## config.mk

```make
export PLATFORM = sky130hd
export DESIGN_NAME = pfu_dispatch
export DESIGN_NICKNAME = d
export VERILOG_FILES = /design/src/rtl/pfu_pkg.sv /design/src/rtl/pfu_cfg_store.sv /design/src/rtl/pfu_tag_match.sv /design/src/rtl/pfu_func_core.sv /design/src/rtl/pfu_dispatch.sv
export SDC_FILE = /design/constraint.sdc
export NUM_CORES = 1
export LEC_CHECK = 0
export BUFFER_PORTS_ARGS = -buffer_cell sky130_fd_sc_hd__clkbuf_2
export CORE_UTILIZATION = 60
export CTS_CLUSTER_SIZE = 20
export DETAILED_ROUTE_END_ITERATION = 16
export PLACE_DENSITY = 0.83
export SLEW_MARGIN = 20
export SYNTH_ARGS = -nofsm -noshare
export SYNTH_HDL_FRONTEND = slang
export SYNTH_HIERARCHICAL = 1
export SYNTH_SLANG_ARGS = --single-unit
```

## constraint.sdc

```tcl
create_clock -name clk -period 17.4 [get_ports clk]
set_clock_uncertainty 0.15 [all_clocks]
set_input_delay 3.48 -clock clk [delete_from_list [all_inputs] [get_ports clk]]
set_output_delay 3.48 -clock clk [all_outputs]
set_load 0.01 [all_outputs]
```

## src/rtl/pfu_pkg.sv

```systemverilog
package pfu_pkg;

    // Function-select codes understood by the function core.
    typedef enum logic [2:0] {
        FN_AND  = 3'd0,
        FN_OR   = 3'd1,
        FN_XOR  = 3'd2,
        FN_ADD  = 3'd3,
        FN_POPA = 3'd4,
        FN_ANDN = 3'd5,
        FN_HAMM = 3'd6,
        FN_SUB  = 3'd7
    } fn_e;

    localparam int unsigned FN_SEL_W = $bits(fn_e);

endpackage

```

## src/rtl/pfu_cfg_store.sv

```systemverilog
module pfu_cfg_store #(
    parameter int unsigned FID_W = 11,
    parameter int unsigned SEL_W = 3
) (
    input  logic             clk,
    input  logic             rst_n,
    input  logic             wr_en,
    input  logic [FID_W-1:0] wr_tag,
    input  logic [SEL_W-1:0] wr_sel,
    output logic             cfg_valid,
    output logic [FID_W-1:0] cfg_tag,
    output logic [SEL_W-1:0] cfg_sel
);

    typedef struct packed {
        logic             valid;
        logic [FID_W-1:0] tag;
        logic [SEL_W-1:0] sel;
    } cfg_t;

    cfg_t cfg_d, cfg_q;

    always_comb begin
        cfg_d = cfg_q;
        if (wr_en) begin
            cfg_d.valid = 1'b1;
            cfg_d.tag   = wr_tag;
            cfg_d.sel   = wr_sel;
        end
    end

    always_ff @(posedge clk or negedge rst_n) begin
        if (!rst_n) begin
            cfg_q <= '0;
        end else begin
            cfg_q <= cfg_d;
        end
    end

    assign cfg_valid = cfg_q.valid;
    assign cfg_tag   = cfg_q.tag;
    assign cfg_sel   = cfg_q.sel;

    // without a write the unit stays unconfigured
    p_cold_until_write_r1: assert property (@(posedge clk) disable iff (!rst_n)
        (!cfg_q.valid && !wr_en) |=> !cfg_q.valid);

    // a write is taken on the next edge
    p_write_lands_r8: assert property (@(posedge clk) disable iff (!rst_n)
        wr_en |=> (cfg_q.valid && cfg_q.tag == $past(wr_tag) && cfg_q.sel == $past(wr_sel)));

    // without a write the configuration holds
    p_hold_no_write_r8: assert property (@(posedge clk) disable iff (!rst_n)
        !wr_en |=> $stable(cfg_q));

endmodule

```

## src/rtl/pfu_tag_match.sv

```systemverilog
module pfu_tag_match #(
    parameter int unsigned FID_W = 11
) (
    input  logic             req_valid,
    input  logic [FID_W-1:0] req_fid,
    input  logic             cfg_valid,
    input  logic [FID_W-1:0] cfg_tag,
    output logic             hit,
    output logic             miss
);

    logic [FID_W-1:0] bit_eq;
    logic             all_eq;

    for (genvar g = 0; g < FID_W; g++) begin : g_bit
        assign bit_eq[g] = ~(req_fid[g] ^ cfg_tag[g]);
    end

    always_comb begin
        all_eq = &bit_eq;
        hit    = req_valid & cfg_valid & all_eq;
        miss   = req_valid & ~(cfg_valid & all_eq);
    end

endmodule

```

## src/rtl/pfu_func_core.sv

```systemverilog
module pfu_func_core
    import pfu_pkg::*;
#(
    parameter int unsigned DATA_W = 32
) (
    input  fn_e               sel,
    input  logic [DATA_W-1:0] opa,
    input  logic [DATA_W-1:0] opb,
    output logic [DATA_W-1:0] y
);

    localparam int unsigned CNT_W = $clog2(DATA_W + 1);

    function automatic logic [CNT_W-1:0] ones(input logic [DATA_W-1:0] v);
        logic [CNT_W-1:0] c;
        c = '0;
        for (int i = 0; i < DATA_W; i++) begin
            c = c + CNT_W'(v[i]);
        end
        return c;
    endfunction

    always_comb begin
        unique case (sel)
            FN_AND:  y = opa & opb;
            FN_OR:   y = opa | opb;
            FN_XOR:  y = opa ^ opb;
            FN_ADD:  y = opa + opb;
            FN_POPA: y = DATA_W'(ones(opa));
            FN_ANDN: y = opa & ~opb;
            FN_HAMM: y = DATA_W'(ones(opa ^ opb));
            FN_SUB:  y = opa - opb;
            default: y = '0;
        endcase
    end

endmodule

```

## src/rtl/pfu_dispatch.sv

```systemverilog
module pfu_dispatch
    import pfu_pkg::*;
#(
    parameter int unsigned DATA_W = 32,
    parameter int unsigned FID_W  = 11,
    parameter int unsigned REG_W  = 5
) (
    input  logic              clk,
    input  logic              rst_n,
    input  logic              cfg_we,
    input  logic [FID_W-1:0]  cfg_tag,
    input  logic [2:0]        cfg_sel,
    input  logic              issue_valid,
    input  logic [FID_W-1:0]  issue_fid,
    input  logic [DATA_W-1:0] src_a,
    input  logic [DATA_W-1:0] src_b,
    input  logic [REG_W-1:0]  dst_idx,
    output logic              res_valid,
    output logic [DATA_W-1:0] res_data,
    output logic              rf_we,
    output logic [REG_W-1:0]  rf_waddr,
    output logic              fault,
    output logic [FID_W-1:0]  fault_fid
);

    localparam int unsigned SEL_W = FN_SEL_W;

    logic             ld_valid;
    logic [FID_W-1:0] ld_tag;
    logic [SEL_W-1:0] ld_sel;
    logic             hit, miss;
    logic [DATA_W-1:0] fn_y;

    pfu_cfg_store #(.FID_W(FID_W), .SEL_W(SEL_W)) u_cfg (
        .clk       (clk),
        .rst_n     (rst_n),
        .wr_en     (cfg_we),
        .wr_tag    (cfg_tag),
        .wr_sel    (cfg_sel),
        .cfg_valid (ld_valid),
        .cfg_tag   (ld_tag),
        .cfg_sel   (ld_sel)
    );

    pfu_tag_match #(.FID_W(FID_W)) u_match (
        .req_valid (issue_valid),
        .req_fid   (issue_fid),
        .cfg_valid (ld_valid),
        .cfg_tag   (ld_tag),
        .hit       (hit),
        .miss      (miss)
    );

    pfu_func_core #(.DATA_W(DATA_W)) u_core (
        .sel (fn_e'(ld_sel)),
        .opa (src_a),
        .opb (src_b),
        .y   (fn_y)
    );

    always_comb begin
        res_valid = hit;
        rf_we     = hit;
        res_data  = hit  ? fn_y      : '0;
        rf_waddr  = hit  ? dst_idx   : '0;
        fault     = miss;
        fault_fid = miss ? issue_fid : '0;
    end

    // result and trap are mutually exclusive
    p_excl_r3: assert property (@(posedge clk) disable iff (!rst_n)
        !(res_valid && fault));

    // a trap never writes the register file
    p_fault_quiet_r3: assert property (@(posedge clk) disable iff (!rst_n)
        fault |-> (!rf_we && res_data == '0));

    // no dispatch, no activity
    p_idle_r4: assert property (@(posedge clk) disable iff (!rst_n)
        !issue_valid |-> (!res_valid && !fault && !rf_we));

    // write index follows the destination
    p_waddr_r2: assert property (@(posedge clk) disable iff (!rst_n)
        rf_we |-> (rf_waddr == dst_idx && res_valid));

endmodule

```

==> out/summary.md <==
* complete, no violations — run status
* 0 — total gr overflow
* 0 — number of antenna diodes
* 9.49% — xor/xnor share of the synthesized area
* 6 — first-pass detailed-route iteration total
* 0 — final antenna-violating net count
* 0 ns — total negative setup slack
* 0 — number of enable flip-flop cells after synthesis
* output pin — crit path capture type
* 0.05 ns — clock-pin slew on the worst setup and hold paths
* 15 — synthesis-stage register bit count
* 0.00584 mm2 — area of combinational cells with multiple inputs
* 62.6% — starting density of the core
* 28.3% — adder and majority cell fraction of the synthesized area
* dfrtp_1 — most instantiated flip-flop cell in the synthesis netlist
* 6,882 — number of global-route vias before repair
* 1 — path depth of the worst reg2reg path
* 0.0110 mm2 — Core Box Area
* clkbuf_2 (148), inv_1 (136), a21oi_1 (91) — top library cells by usage in the layout, fill and taps aside
* 9.03 ns — worst path arrival time
* 4.00% — multiplexer fraction of the synthesized cell area
* 18.4 um — post-DR wirelength/cell
* 1,140 — nets in the synthesized netlist
* 0.976 — RePlAce Congestion
* 0.0119 mm2 — die footprint
* 1 — maximum level of the CTS H-tree
* 129 mW/mm2 — Cell Pwr Density
* 0.330 ns — hold_ws
* u_cfg/cfg_sel[1]$_DFFE_PN0P_ — launching point of the worst reg2reg path
* 33.9 mm — global-route wire length before repair
* u_cfg/cfg_sel[1]$_DFFE_PN0P_ — endpoint of the worst-slack reg-to-reg timing path
* 945 — Layout fillers
* 6 — Max Fanout on Critical Path
* 0 — Hold Violations, Final
* primary input — nature of the critical path startpoint
* 13.77 ns — required time at the endpoint of the critical path
* 21.6 mm — wire length after detailed routing
* 377 um2 — sequential cell area
* 1.08 ns — Worst Max-Slew Pin Slew
* 7.55 um2 — post-synthesis area per instance
* 38 — row count
* 27.9% — Slew headroom
* clkbuf_2 > inv_1 > ha_1 > fa_1 > fa_1 > inv_1 > fa_1 > inv_1 > fa_1 > fa_1 > inv_1 > fa_1 > inv_1 > ha_1 > inv_1 > fa_1 > inv_1 > a21o_1 > a21oi_1 > xor2_1 > a21oi_1 > a221o_1 > and2_2 > clkbuf_2 — chain of cells forming the critical path
* 0 — Final setup violation count
* fa_1 — Slowest-stage cell, CP
* 149 — num ports
* 0 — antenna violations before repair
* 0 — Post-CTS Setup Repair Bufs
* 148 — number of buffers inserted by port buffering
* 0 — pins over their slew limit
* 22.7% — layout cells sized above 1
* 1,261 — nets@finish
* u_cfg/cfg_valid$_DFFE_PN0P_ — Min-Delay Startpoint
* 23.2% — Synth Area in Compound Gates
* 0 — hold bufs inserted after CTS
* 6 — yosys warns
* 12.66 ns — Final min period
* 0.53 ns — stage delay of the slowest cell on the critical path
* adder cells — dominant combinational cell family by area after synthesis
* 6.19 — via-per-instance ratio
* clkbuf_16 — root cell of the clock tree
* done — TritonCTS clock tree
* 109 um — die span in x
* 2 — number of buffers on the longest clock path
* no — unrepaired setup endpoints after global routing
* u_cfg/cfg_valid$_DFFE_PN0P_ — end point of the most critical hold path
* 0.00778 mm2 — Layout Cell Area excl Fill
* 19.4% — basic-gate share of the synthesized area counting and, or, nand and nor cells
* 0 — number of gates resized after cts
* 15.82 ns — worst setup slack for register-to-register paths
* 62 — maximum number of pins on one net before global-route repair
* clkbuf_2 — most frequent standard cell in the layout excluding fill and tap cells
* 0 — Remaining DRCs
* 72.7% — fin crit share
* 109 um — Vert. Die Dim
* 15 — Num Clock Sinks
* 0.00394 uW — Leakage
* 80 — number of unique standard cell types used by synthesis
* 0 — max-cap violations
* 17.2 mm — placed wire-length estimate
* 3 — total clock buffers created by CTS
* 1 — number of cells on the worst hold path
* 5.43% — sequential area share after synthesis
* 915 — Cells after Synth
* 1,175 — number of non-filler instances in the completed layout
* 37.0% — total global-route track usage
* 12.6% — synthesis-to-layout area growth
* 79.0 MHz — Max Clk Rate
* 0.133 mV — Peak supply drop
* 7,271 — via total after detailed routing
* in -> out — WS Path Type
* 100% — Async S/R FF share, synth
* 0.00691 mm2 — synthesized area
* reg -> reg — Tightest Hold Check Type
* 701 — drt initial violations
* 0.24 ns — Clock Latency Late Sink
* 0.00770 mm2 — Placed Area
* 1,171 — total instance count after detailed placement
[per-stage QoR]
| step | total power (uW) | util (%) | setup WS (ns) |
|---|---|---|---|
| 2_1_floorplan | 736 | - | 5.23 |
| 5_1_grt | 1120 | 70.5 | 4.47 |
| 3_5_place_dp | 946 | 69.8 | 4.76 |
| 4_1_cts | 995 | 70.5 | 4.76 |
| 3_3_place_gp | 899 | 69.8 | 4.81 |
| 6_report | 1010 | 70.5 | 4.74 |
[worst max-delay path: cells and delay by family]
family	cells	cell delay [ns]
AND/OR/NAND/NOR	1	0.18
buffers and inverters	9	0.67
XOR/XNOR	1	0.16
adder cells (fa/ha/maj)	9	3.79
AO/OA/AOI/OAI	4	0.73
[synthesized netlist by cell type (all sizes together), types with 3 or more instances]
cell	instances	area, um2
a211oi	4	30.0
a21o	14	105
a21oi	93	473
a311oi	3	32.5
a31oi	10	62.6
a32oi	3	26.3
and2	49	353
and3	7	48.8
buf	7	56.3
clkbuf	31	120
dfrtp	15	375
fa	49	981
ha	78	976
inv	139	522
mux2	16	214
mux2i	4	40.0
nand2	62	233
nand2b	3	18.8
nand3	17	97.6
nand4	16	100
nor2	57	221
nor2b	5	33.8
nor3	21	133
nor4	3	33.8
o2111ai	3	26.3
o211ai	8	60.1
o21a	6	46.3
o21ai	55	290
o21bai	5	37.5
o221ai	11	96.3
o22a	6	52.6
o22ai	6	37.5
o31ai	9	67.6
xnor2	64	568
xor2	10	87.6
[layer usage]
layer  share of wire [%]  up-vias  GRT usage (%)
met2                  44      437           59.4
met3                  11       85           4.39
li1                    -     3392              -
met1                  41     3357           50.6
met4                 4.0        0           15.4
met5                   0        -              0
[registers in the layout (all words and copies together), names as in the netlist]
signal           flops
u_cfg/cfg_tag       11
u_cfg/cfg_sel        3
u_cfg/cfg_valid      1
[area by class of cell]
cell class                      instances  share of cell area (%)
Multi-Input combinational cell        722                    75.0
Timing Repair Buffer                  154                    10.1
Inverter                              140                    6.75
Sequential cell                        15                    4.84
Tap cell                              140                    2.25
Clock buffer                            3                   0.965
Clock inverter                          1                  0.0643
[power by group]
part           switching (uW)  internal [uW]  total (uW)  leakage [uW]
registers                6.53           38.2        44.8      0.000171
clock network            13.4           30.6        44.0     0.0000409
logic                     511            407         918       0.00373
total                     531            476        1010       0.00394
[cells by family after synthesis]
kind of cell / after synthesis
buffers and inverters: 178
AO/OA/AOI/OAI: 251
multiplexers: 21
AND/OR/NAND/NOR: 249
adder cells (fa/ha/maj): 127
flip-flops: 15
XOR/XNOR: 74
[how the worst max path moves through the flow]
| stage | start | to | cells past startpoint |
|---|---|---|---|
| 2_1_floorplan | src_a[0] | res_data[4] | 22 |
| 3_3_place_gp | src_b[7] | res_data[4] | 24 |
| 3_5_place_dp | src_b[0] | res_data[4] | 24 |
| 4_1_cts | src_b[0] | res_data[4] | 24 |
| 5_1_grt | src_b[7] | res_data[4] | 24 |
| 6_report | src_b[0] | res_data[4] | 24 |
Note: power is estimated with default switching activity, not from simulation.
